==> src/rtl/irq_pkg.sv <==
package irq_pkg;
    localparam int BYTE_W = 8;
    localparam int ADDR_W = 2 * BYTE_W;
    localparam int CYC_W  = 5;

    localparam logic [2:0] OP_NONE = 3'd0;
    localparam logic [2:0] OP_EI   = 3'd1;
    localparam logic [2:0] OP_DI   = 3'd2;
    localparam logic [2:0] OP_IM   = 3'd3;
    localparam logic [2:0] OP_RETI = 3'd4;
    localparam logic [2:0] OP_RETN = 3'd5;

    typedef enum logic [1:0] {IM0 = 2'd0, IM1 = 2'd1, IM2 = 2'd2} im_e;

    typedef enum logic [1:0] {
        ST_IDLE   = 2'd0,
        ST_PUSH   = 2'd1,
        ST_VEC    = 2'd2,
        ST_REPORT = 2'd3
    } st_e;

    typedef struct packed {
        logic [ADDR_W-1:0] pc;
        logic [CYC_W-1:0]  cyc;
        logic              push;
        logic              vec_rd;
        logic              m0_exec;
    } plan_t;
endpackage

==> src/rtl/irq_ctl_decode.sv <==
module irq_ctl_decode
    import irq_pkg::*;
(
    input  logic       en,
    input  logic [2:0] op,
    input  logic [2:0] y,
    output logic       set_en,
    output logic       clr_en,
    output logic       restore,
    output logic       im_we,
    output im_e        im_new
);
    always_comb begin
        set_en  = 1'b0;
        clr_en  = 1'b0;
        restore = 1'b0;
        im_we   = 1'b0;
        if (y[1:0] <= 2'd1)
            im_new = IM0;
        else if (!y[0])
            im_new = IM1;
        else
            im_new = IM2;
        if (en) begin
            unique case (op)
                OP_EI:           set_en  = 1'b1;
                OP_DI:           clr_en  = 1'b1;
                OP_IM:           im_we   = 1'b1;
                OP_RETI, OP_RETN: restore = 1'b1;
                default: ;
            endcase
        end
    end
endmodule

==> src/rtl/irq_arbiter.sv <==
module irq_arbiter (
    input  logic boundary,
    input  logic busy,
    input  logic ctl_present,
    input  logic nmi_now,
    input  logic int_req,
    input  logic iff1,
    output logic grant_nmi,
    output logic grant_int
);
    logic window;
    always_comb begin
        window    = boundary && !busy && !ctl_present;
        grant_nmi = window && nmi_now;
        grant_int = window && !nmi_now && int_req && iff1;
    end
endmodule

==> src/rtl/irq_vector_calc.sv <==
module irq_vector_calc
    import irq_pkg::*;
#(
    parameter logic              MASK_VEC_LSB = 1'b0,
    parameter logic [ADDR_W-1:0] NMI_TARGET   = 16'h0066,
    parameter logic [ADDR_W-1:0] M1_TARGET    = 16'h0038,
    parameter int                CYC_NMI      = 11,
    parameter int                CYC_IM1      = 13,
    parameter int                CYC_IM2      = 19,
    parameter int                CYC_RST      = 13,
    parameter int                CYC_M0_BASE  = 2
) (
    input  logic              is_nmi,
    input  im_e               mode,
    input  logic [BYTE_W-1:0] data,
    input  logic [BYTE_W-1:0] page,
    input  logic [ADDR_W-1:0] pc_in,
    output plan_t             plan
);
    logic [ADDR_W-1:0] ptr;
    logic              is_rst;

    always_comb begin
        ptr    = {page, data[BYTE_W-1:1], data[0] & ~MASK_VEC_LSB};
        is_rst = (data[7:6] == 2'b11) && (data[2:0] == 3'b111);
        plan   = '0;
        if (is_nmi) begin
            plan.pc   = NMI_TARGET;
            plan.cyc  = CYC_W'(CYC_NMI);
            plan.push = 1'b1;
        end else begin
            unique case (mode)
                IM1: begin
                    plan.pc   = M1_TARGET;
                    plan.cyc  = CYC_W'(CYC_IM1);
                    plan.push = 1'b1;
                end
                IM2: begin
                    plan.pc     = ptr;
                    plan.cyc    = CYC_W'(CYC_IM2);
                    plan.push   = 1'b1;
                    plan.vec_rd = 1'b1;
                end
                default: begin
                    if (is_rst) begin
                        plan.pc   = ADDR_W'({data[5:3], 3'b000});
                        plan.cyc  = CYC_W'(CYC_RST);
                        plan.push = 1'b1;
                    end else begin
                        plan.pc      = pc_in;
                        plan.cyc     = CYC_W'(CYC_M0_BASE);
                        plan.m0_exec = 1'b1;
                    end
                end
            endcase
        end
    end
endmodule

==> src/rtl/irq_accept_unit.sv <==
module irq_accept_unit
    import irq_pkg::*;
#(
    parameter logic MASK_VEC_LSB = 1'b0
) (
    input  logic        clk,
    input  logic        rst_n,
    input  logic        instr_boundary,
    input  logic [15:0] pc_in,
    input  logic        int_req,
    input  logic        nmi_in,
    input  logic [7:0]  data_bus,
    input  logic [2:0]  ctl_op,
    input  logic [2:0]  ctl_im_field,
    input  logic        i_we,
    input  logic [7:0]  i_wdata,
    input  logic        r_we,
    input  logic [7:0]  r_wdata,
    input  logic        sp_we,
    input  logic [15:0] sp_wdata,
    input  logic        af_we,
    input  logic [15:0] af_wdata,
    output logic        wr_req,
    output logic [15:0] wr_addr,
    output logic [15:0] wr_data,
    output logic        rd_req,
    output logic [15:0] rd_addr,
    input  logic        rd_ack,
    input  logic [15:0] rd_data,
    output logic        busy,
    output logic        done,
    output logic [15:0] resp_pc,
    output logic [4:0]  resp_cycles,
    output logic        resp_nmi,
    output logic        resp_m0_exec,
    output logic        iff1,
    output logic        iff2,
    output logic [7:0]  i_reg,
    output logic [7:0]  r_reg,
    output logic [1:0]  im_mode,
    output logic [15:0] sp,
    output logic [15:0] af
);
    st_e               st_q, st_d;
    im_e               im_q, im_new;
    logic [ADDR_W-1:0] sp_q, af_q, ret_pc_q, new_pc_q, ptr_q;
    logic [BYTE_W-1:0] i_q, r_q;
    logic [CYC_W-1:0]  cyc_q;
    logic              iff1_q, iff2_q, nmi_prev_q, nmi_pend_q;
    logic              vec_q, m0_q, nmi_q;
    logic              nmi_now, grant_nmi, grant_int, grant_any;
    logic              set_en, clr_en, restore, im_we;
    plan_t             plan;

    assign nmi_now   = nmi_pend_q || (nmi_in && !nmi_prev_q);
    assign grant_any = grant_nmi || grant_int;

    irq_ctl_decode u_dec (
        .en(!busy), .op(ctl_op), .y(ctl_im_field),
        .set_en(set_en), .clr_en(clr_en), .restore(restore),
        .im_we(im_we), .im_new(im_new)
    );

    irq_arbiter u_arb (
        .boundary(instr_boundary), .busy(busy), .ctl_present(ctl_op != OP_NONE),
        .nmi_now(nmi_now), .int_req(int_req), .iff1(iff1_q),
        .grant_nmi(grant_nmi), .grant_int(grant_int)
    );

    irq_vector_calc #(.MASK_VEC_LSB(MASK_VEC_LSB)) u_vec (
        .is_nmi(nmi_now), .mode(im_q), .data(data_bus), .page(i_q),
        .pc_in(pc_in), .plan(plan)
    );

    // state register
    always_ff @(posedge clk) begin
        if (!rst_n) st_q <= ST_IDLE;
        else        st_q <= st_d;
    end

    // next state
    always_comb begin
        st_d = st_q;
        unique case (st_q)
            ST_IDLE:   if (grant_any) st_d = plan.push ? ST_PUSH : ST_REPORT;
            ST_PUSH:   st_d = vec_q ? ST_VEC : ST_REPORT;
            ST_VEC:    if (rd_ack) st_d = ST_REPORT;
            ST_REPORT: st_d = ST_IDLE;
            default:   st_d = ST_IDLE;
        endcase
    end

    // outputs
    always_comb begin
        busy         = (st_q != ST_IDLE);
        wr_req       = (st_q == ST_PUSH);
        wr_addr      = sp_q - 16'd2;
        wr_data      = ret_pc_q;
        rd_req       = (st_q == ST_VEC);
        rd_addr      = ptr_q;
        done         = (st_q == ST_REPORT);
        resp_pc      = new_pc_q;
        resp_cycles  = cyc_q;
        resp_nmi     = nmi_q;
        resp_m0_exec = m0_q;
        iff1         = iff1_q;
        iff2         = iff2_q;
        i_reg        = i_q;
        r_reg        = r_q;
        im_mode      = im_q;
        sp           = sp_q;
        af           = af_q;
    end

    // architectural registers and response data
    always_ff @(posedge clk) begin
        if (!rst_n) begin
            iff1_q <= 1'b0; iff2_q <= 1'b0;
            i_q <= '0; r_q <= '0; im_q <= IM0;
            sp_q <= '1; af_q <= '1;
            nmi_prev_q <= 1'b0; nmi_pend_q <= 1'b0;
            ret_pc_q <= '0; new_pc_q <= '0; ptr_q <= '0; cyc_q <= '0;
            vec_q <= 1'b0; m0_q <= 1'b0; nmi_q <= 1'b0;
        end else begin
            nmi_prev_q <= nmi_in;
            nmi_pend_q <= nmi_now && !grant_nmi;

            if (grant_any) begin
                ret_pc_q <= pc_in;
                new_pc_q <= plan.pc;
                ptr_q    <= plan.pc;
                cyc_q    <= plan.cyc;
                vec_q    <= plan.vec_rd;
                m0_q     <= plan.m0_exec;
                nmi_q    <= grant_nmi;
            end else if (st_q == ST_VEC && rd_ack) begin
                new_pc_q <= rd_data;
            end

            if (grant_nmi) begin
                iff2_q <= iff1_q;
                iff1_q <= 1'b0;
            end else if (grant_int || clr_en) begin
                iff1_q <= 1'b0;
                iff2_q <= 1'b0;
            end else if (set_en) begin
                iff1_q <= 1'b1;
                iff2_q <= 1'b1;
            end else if (restore) begin
                iff1_q <= iff2_q;
            end

            if (im_we) im_q <= im_new;

            if (grant_any)            r_q <= {r_q[7], r_q[6:0] + 7'd1};
            else if (r_we && !busy)   r_q <= r_wdata;

            if (i_we && !busy) i_q <= i_wdata;

            if (st_q == ST_PUSH)      sp_q <= sp_q - 16'd2;
            else if (sp_we && !busy)  sp_q <= sp_wdata;

            if (af_we && !busy) af_q <= af_wdata;
        end
    end

    // a masked request leaves the unit idle
    p_masked_idle_r2: assert property (@(posedge clk) disable iff (!rst_n)
        (instr_boundary && !busy && ctl_op == OP_NONE && !iff1_q && !nmi_now) |=> !busy);
    // maskable acceptance clears both flags
    p_int_clears_r3: assert property (@(posedge clk) disable iff (!rst_n)
        grant_int |=> (!iff1_q && !iff2_q));
    p_int_needs_enable_r3: assert property (@(posedge clk) disable iff (!rst_n)
        grant_int |-> iff1_q);
    // refresh bit 7 kept, low bits count up
    p_refresh_step_r4: assert property (@(posedge clk) disable iff (!rst_n)
        grant_any |=> (r_q[7] == $past(r_q[7]) && r_q[6:0] == $past(r_q[6:0]) + 7'd1));
    // the push lowers the stack pointer to the written address
    p_push_sp_r5: assert property (@(posedge clk) disable iff (!rst_n)
        wr_req |=> (sp_q == $past(wr_addr)));
    // NMI saves the live flag
    p_nmi_save_r8: assert property (@(posedge clk) disable iff (!rst_n)
        grant_nmi |=> (iff2_q == $past(iff1_q) && !iff1_q));
    // a boundary with a control code takes nothing
    p_ctl_defers_r11: assert property (@(posedge clk) disable iff (!rst_n)
        (instr_boundary && ctl_op != OP_NONE && !busy) |=> !busy);
    // at most one source granted
    p_one_grant_r12: assert property (@(posedge clk) disable iff (!rst_n)
        $onehot0({grant_nmi, grant_int}));
    // report is a single pulse and ends the response
    p_done_pulse_r13: assert property (@(posedge clk) disable iff (!rst_n)
        done |=> (!done && !busy));
endmodule

==> config.mk <==
export PLATFORM = sky130hd
export DESIGN_NAME = irq_accept_unit
export DESIGN_NICKNAME = d
export VERILOG_FILES = /design/src/rtl/irq_pkg.sv /design/src/rtl/irq_ctl_decode.sv /design/src/rtl/irq_arbiter.sv /design/src/rtl/irq_vector_calc.sv /design/src/rtl/irq_accept_unit.sv
export SDC_FILE = /design/constraint.sdc
export NUM_CORES = 1
export LEC_CHECK = 0
export BUFFER_PORTS_ARGS = -buffer_cell sky130_fd_sc_hd__buf_2
export CORE_ASPECT_RATIO = 1.2
export CORE_UTILIZATION = 40
export CTS_CLUSTER_SIZE = 25
export DETAILED_ROUTE_END_ITERATION = 10
export PLACE_DENSITY = 0.77
export RECOVER_POWER = 50
export SETUP_SLACK_MARGIN = 0.1
export SKIP_LAST_GASP = 1
export SYNTH_ARGS = -nofsm -noshare
export SYNTH_HDL_FRONTEND = slang
export SYNTH_HIERARCHICAL = 1
export SYNTH_SLANG_ARGS = --single-unit
==> constraint.sdc <==
create_clock -name clk -period 4.1 [get_ports clk]
set_clock_uncertainty 0.2 [all_clocks]
set_input_delay 0.41 -clock clk [delete_from_list [all_inputs] [get_ports clk]]
set_output_delay 0.41 -clock clk [all_outputs]
set_load 0.05 [all_outputs]
==> flow_summary.toml, run 1 <==
[layout]
drive_above_1_share = 0.1848
final_common_cell = "nand2_1"
synthToLayoutAreaGrowth_pct = 26.64
layout.nets = 978
layout_common_cells = "nand2_1, buf_2, dfxtp_1"
antenna_cells = 0
fin_cells = 1035

[worst_setup_path]
critical_path_class = "input port to flop"
cp.arrival_ns = 3.41
reg2reg_slack_ns = 1.27
crit_required_ns = 4.19
cp_max_fo = 61
startpoint_type = "input port"
timing.rr.start = "nmi_prev_q"
cp-startpoint = "rst_n"
endpoint_kind = "flop"

[synthesis]
synth_edf_count = 0
syn_inst = 669
ys_types = 59
synthFlopType = "dfxtp_1"
synth_nets = 781
ys_async_sr_fraction = 0
synth.cell_area_sq_um = 5236
synth_seq_cells = 112
avgSynthCellArea_sq_um = 7.827
yosysWarnings = 6
yosysSeqAreaShare = 0.4282

[placed_design]
place_congestion = 0.8730
dp_cells = 1019
io_buffers = 229
hpwl_um = 11060

[routing]
routedWlPerCell_um = 14.81
totalWireLength_um = 15330
drcViolationCount = 0
drtPass1Iterations = 6
viasPerCell = 5.259
ant_nets = 0
via_count = 5443
drt_iter0_drc = 427

[power_and_ir_drop]
p_int_w = 0.002181
p_seq_frac = 0.348
p_clk_frac = 0.251
p_comb_frac = 0.401
powerDensity_nw_per_um2 = 590.9
p_leak_nw = 2.693
p_switching_w = 0.001738
peakVddDrop_v = 0.0002998
p_sw_frac = 0.4435

[timing]
min_period_over_period = 0.8108
tightest_slew_ns = 2.231
fmax_mhz = 300.8
finalSetupTns_ns = 0
hold_violations = 0
rsz0062_at_grt = "no"
min_period_ns = 3.324
finalSetupViolCount = 0
slew_headroom = -0.4870
finalMaxSlewViolations = 53

[floorplan]
die-height_um = 127.3
die_area_sq_um = 13550
die_w_um = 106.4
ioPinCount = 231
fp-row-count = 45
initial_core_util = 0.4115
core_sq_um = 12720

[status]
status = "finished, violations left"
violations = "max-capacitance violations, max-slew violations"

[global_routing]
grt_max_degree = 70
grt_pass1_vias = 4744
grt_pass1_wl_um = 23940
gr-total-overflow = 0
grt_antenna_before_repair = 0
grt_util_all_layers = 0.2239

[min_path]
hold_path.startpoint = "af_wdata[14]"
hold_class = "input port to flop"

[cts]
cts.clk_slew.worst_paths_ns = 0.07
cts_max_path_buffers = 2
clkLatencyLatePin_ns = 0.35
cts_max_level = 3
postCtsSetupBuffers = 0
tritoncts = "yes"
cts_hold_buffers = 0
clock-sinks = 112
cts_made_buffers = 9
root_buffer = "clkbuf_16"
ctsResizeCount = 0

[flow_run]
cap_violations = 1
[metrics by stage]
stage / total power (W) / worst slack (ns) / util / hold WS, ns / cell area, sq um
2_1_floorplan: 0.002608 / 0.2953 / - / 0.2322 / 5236
3_3_place_gp: 0.002970 / 1.250 / 0.5057 / 0.2364 / 6435
3_5_place_dp: 0.002989 / 1.175 / 0.5057 / 0.2396 / 6435
4_1_cts: 0.003984 / 0.8599 / 0.5323 / 0.04413 / 6773
5_1_grt: 0.004143 / 0.4836 / 0.5211 / 0.05992 / 6631
6_report: 0.003918 / 0.7755 / 0.5211 / 0.06296 / 6631
[synthesized netlist by cell type, types with 5 or more instances]
cell type / count / area [sq um]
inv_1: 13 / 48.80
o21ai_0: 37 / 185.2
nand2_1: 170 / 638.1
a32o_1: 12 / 120.1
xnor2_1: 5 / 43.79
buf_1: 5 / 18.77
a21oi_1: 62 / 310.3
clkbuf_1: 34 / 127.6
nand2b_1: 6 / 37.54
nor2_1: 32 / 120.1
nor2b_1: 18 / 112.6
ha_1: 8 / 100.1
xor2_1: 5 / 43.79
buf_2: 8 / 40.04
or3_1: 5 / 31.28
dfxtp_1: 112 / 2242
mux2i_1: 6 / 60.06
and3_1: 5 / 31.28
nand3_1: 33 / 165.2
a31oi_1: 22 / 137.6
[power by group through the flow]
| stage | Combinational, W | Clock [W] | Sequential, W |
|---|---|---|---|
| finish | 0.00157 | 0.000985 | 0.00136 |
| global route | 0.00169 | 0.00107 | 0.00139 |
| CTS | 0.00161 | 0.00101 | 0.00136 |
| detailed placement | 0.00161 | 0 | 0.00138 |
| global placement | 0.00159 | 0 | 0.00138 |
| floorplan | 0.000776 | 0 | 0.00183 |
[worst paths after layout]
path              cells after the start          end
setup / recovery                      6         iff2
hold / removal                        3       af[14]
setup reg to reg                      9  resp_pc[13]
hold reg to reg                       2   wr_data[7]
[cell type report]
| cell class | count | area (sq um) |
|---|---|---|
| clock buffer | 10 | 239.0 |
| fill | 1319 | 6093 |
| sequential | 112 | 2242 |
| multi-input combinational | 492 | 2729 |
| tap | 164 | 205.2 |
| inverter | 14 | 52.55 |
| timing repair buffer | 237 | 1065 |
| clock inverter | 6 | 98.84 |
[worst max-delay path, cell delays in order]
cell and delay, ns:
buf_2 0.07, clkbuf_1 1.57, clkinv_1 0.31, buf_4 0.43, or3_1 0.44, o21ai_0 0.15
[kinds of logic after synthesis]
logic type	share of synthesized area
buffers and inverters	0.05209
adders and majority gates	0.01912
and+or+nand+nor	0.2717
AOI/OAI and AO/OA	0.1986
xor gates and xnor gates	0.01673
muxes	0.01362
DFF	0.4282
[routing by layer]
layer,up-vias,global-route usage,share of wire
met3,26,0.06224,0.076
met2,217,0.3533,0.46
met5,-,0,0
met1,2481,0.2925,0.44
li1,2719,-,-
met4,0,0.08058,0.021
No activity file was read; power rests on OpenSTA's default activity.
==> run 2: changes to the inputs <==
Clock period 4.1 ns to 3.42 ns, I/O delays scaled along.
==> run 2 against run 1 <==
Against the previous run:
- the run still ends with max-capacitance violations, max-slew violations left
- wire length grew 3.4%
- utilization up 1.5 points
- clock-buffer cell count unchanged
- final cell count increased by 1.7%
- global-route usage grew 0.70 points
- combinational power is 22% higher
- critical path type is now flop to primary output
- largest cell class unchanged
- largest power group unchanged
==> flow_summary.toml, run 2 (same netlist as run 1, synthesis figures left out) <==
[timing]
rsz0062_at_grt = "no"
finalMaxSlewViolations = 52
finalSetupViolCount = 0
setup_slack_ns = 0.2315
min_period_ns = 3.189
slew_headroom = -0.4214
min_period_over_period = 0.9323
whs_ns = 0.01809
fmax_mhz = 313.6
tightest_slew_ns = 2.132
hold_violations = 0

[worst_setup_path]
cp.arrival_ns = 2.65
startpoint_type = "flop"
critical_path_class = "flop to primary output"
crit_required_ns = 2.88
endpoint_kind = "primary output"
reg2reg_slack_ns = 0.75
cp_max_fo = 8

[cts]
postCtsSetupBuffers = 0
clock-sinks = 112
cts_made_buffers = 9
root_buffer = "clkbuf_16"
clkLatencyLatePin_ns = 0.34
cts_max_level = 3
tritoncts = "yes"
cts_max_path_buffers = 2
cts.clk_slew.worst_paths_ns = 0.08

[routing]
viasPerCell = 5.274
routedWlPerCell_um = 15.05
ant_nets = 0
totalWireLength_um = 15850
drcViolationCount = 0
via_count = 5553
drtPass1Iterations = 5
drt_iter0_drc = 363

[floorplan]
core_sq_um = 12720
ioPinCount = 231
die-height_um = 127.3
die_area_sq_um = 13550
fp-row-count = 45
die_w_um = 106.4
initial_core_util = 0.4115

[flow_run]
cap_violations = 1

[layout]
layout_common_cells = "nand2_1, buf_2, dfxtp_1, clkbuf_1, a21oi_1"
fillers = 1296
synthToLayoutAreaGrowth_pct = 30.25
drive_above_1_share = 0.1903
layout.nets = 995
finish.instance_area_sq_um = 6820
final_common_cell = "nand2_1"
fin_cells = 1053

[placed_design]
hpwl_um = 11440
io_buffers = 229
placed_area_sq_um = 6487
place_ws_ns = 0.5617
place_congestion = 0.8709
dp_cells = 1021

[global_routing]
grt_pass1_vias = 5065
grt_max_degree = 52
grt_util_all_layers = 0.2310
grt_pass1_wl_um = 24940
gr-total-overflow = 0
grt_antenna_before_repair = 0

[status]
status = "finished, violations left"
violations = "max-capacitance violations, max-slew violations"

[min_path]
hold_class = "input port to flop"

[power_and_ir_drop]
peakVddDrop_v = 0.0003770
powerDensity_nw_per_um2 = 684.6
p_leak_nw = 2.772
run 2: changes by cell type in the layout (fill, tap and decap cells not counted), moves of 2 or more:
cell,delta
xor2_1,-2
xor2_2,+2
xnor2_1,-3
inv_8,-2
xnor2_2,+3
inv_6,+2
dlygate4sd3_1,+15
run 2: stage by stage:
stage                      TNS (ns)  total power, W  utilization
after global placement            0        0.003582       0.5098
final                             0        0.004669       0.5360
after detailed placement          0        0.003597       0.5098
after global routing              0        0.004919       0.5358
after floorplan           -0.003710        0.003137            -
after CTS                         0        0.004740       0.5470
run 2: report_power, final:
group / leakage (nW) / total (W) / switching (W) / internal, W
registers: 0.915 / 0.00164 / 0.000160 / 0.00148
clock network: 0.158 / 0.00112 / 0.000512 / 0.000607
logic: 1.70 / 0.00191 / 0.00143 / 0.000478
total: 2.77 / 0.00467 / 0.00210 / 0.00256
run 2: what timing repair did:
| action | in CTS | in global routing |
|---|---|---|
| endpoints found under the hold margin | 15 | 0 |
| hold buffers | 15 | 0 |
| setup endpoints to repair | 0 | 2 |
| gates resized for setup | 0 | 1 |
run 2: path summary, 6_finish.rpt:
check	start	to	cells after the start
max	sp[1]	wr_addr[15]	6
min	nmi_in	nmi_prev_q	2
max reg2reg	st_q[0]	rd_addr[0]	8
min reg2reg	wr_data[9]	wr_data[9]	2
run 2: routing by layer:
| metal | global-route usage | wire (um) |
|---|---|---|
| met5 | 0 | 0 |
| met4 | 0.08541 | 321 |
| met3 | 0.05969 | 1227 |
| met2 | 0.3850 | 7467 |
| met1 | 0.2867 | 6830 |
run 2: final cells by class:
cell class	instances	area, sq um	area share
Multi-Input combinational cell	492	2769	0.4060
Sequential cell	112	2242	0.3287
Timing Repair Buffer	254	1226	0.1798
Clock buffer	10	239.0	0.03504
Tap cell	164	205.2	0.03009
Clock inverter	6	83.83	0.01229
Inverter	14	52.55	0.007705
Antenna cell	1	2.502	0.0003669
run 2: worst max-delay path, stage by stage, from the launching register on:
cell and delay, ns:
dfxtp_1 0.37, inv_1 0.10, ha_1 0.25, or3b_2 0.59, or4b_4 0.61, xnor2_2 0.12, buf_2 0.27
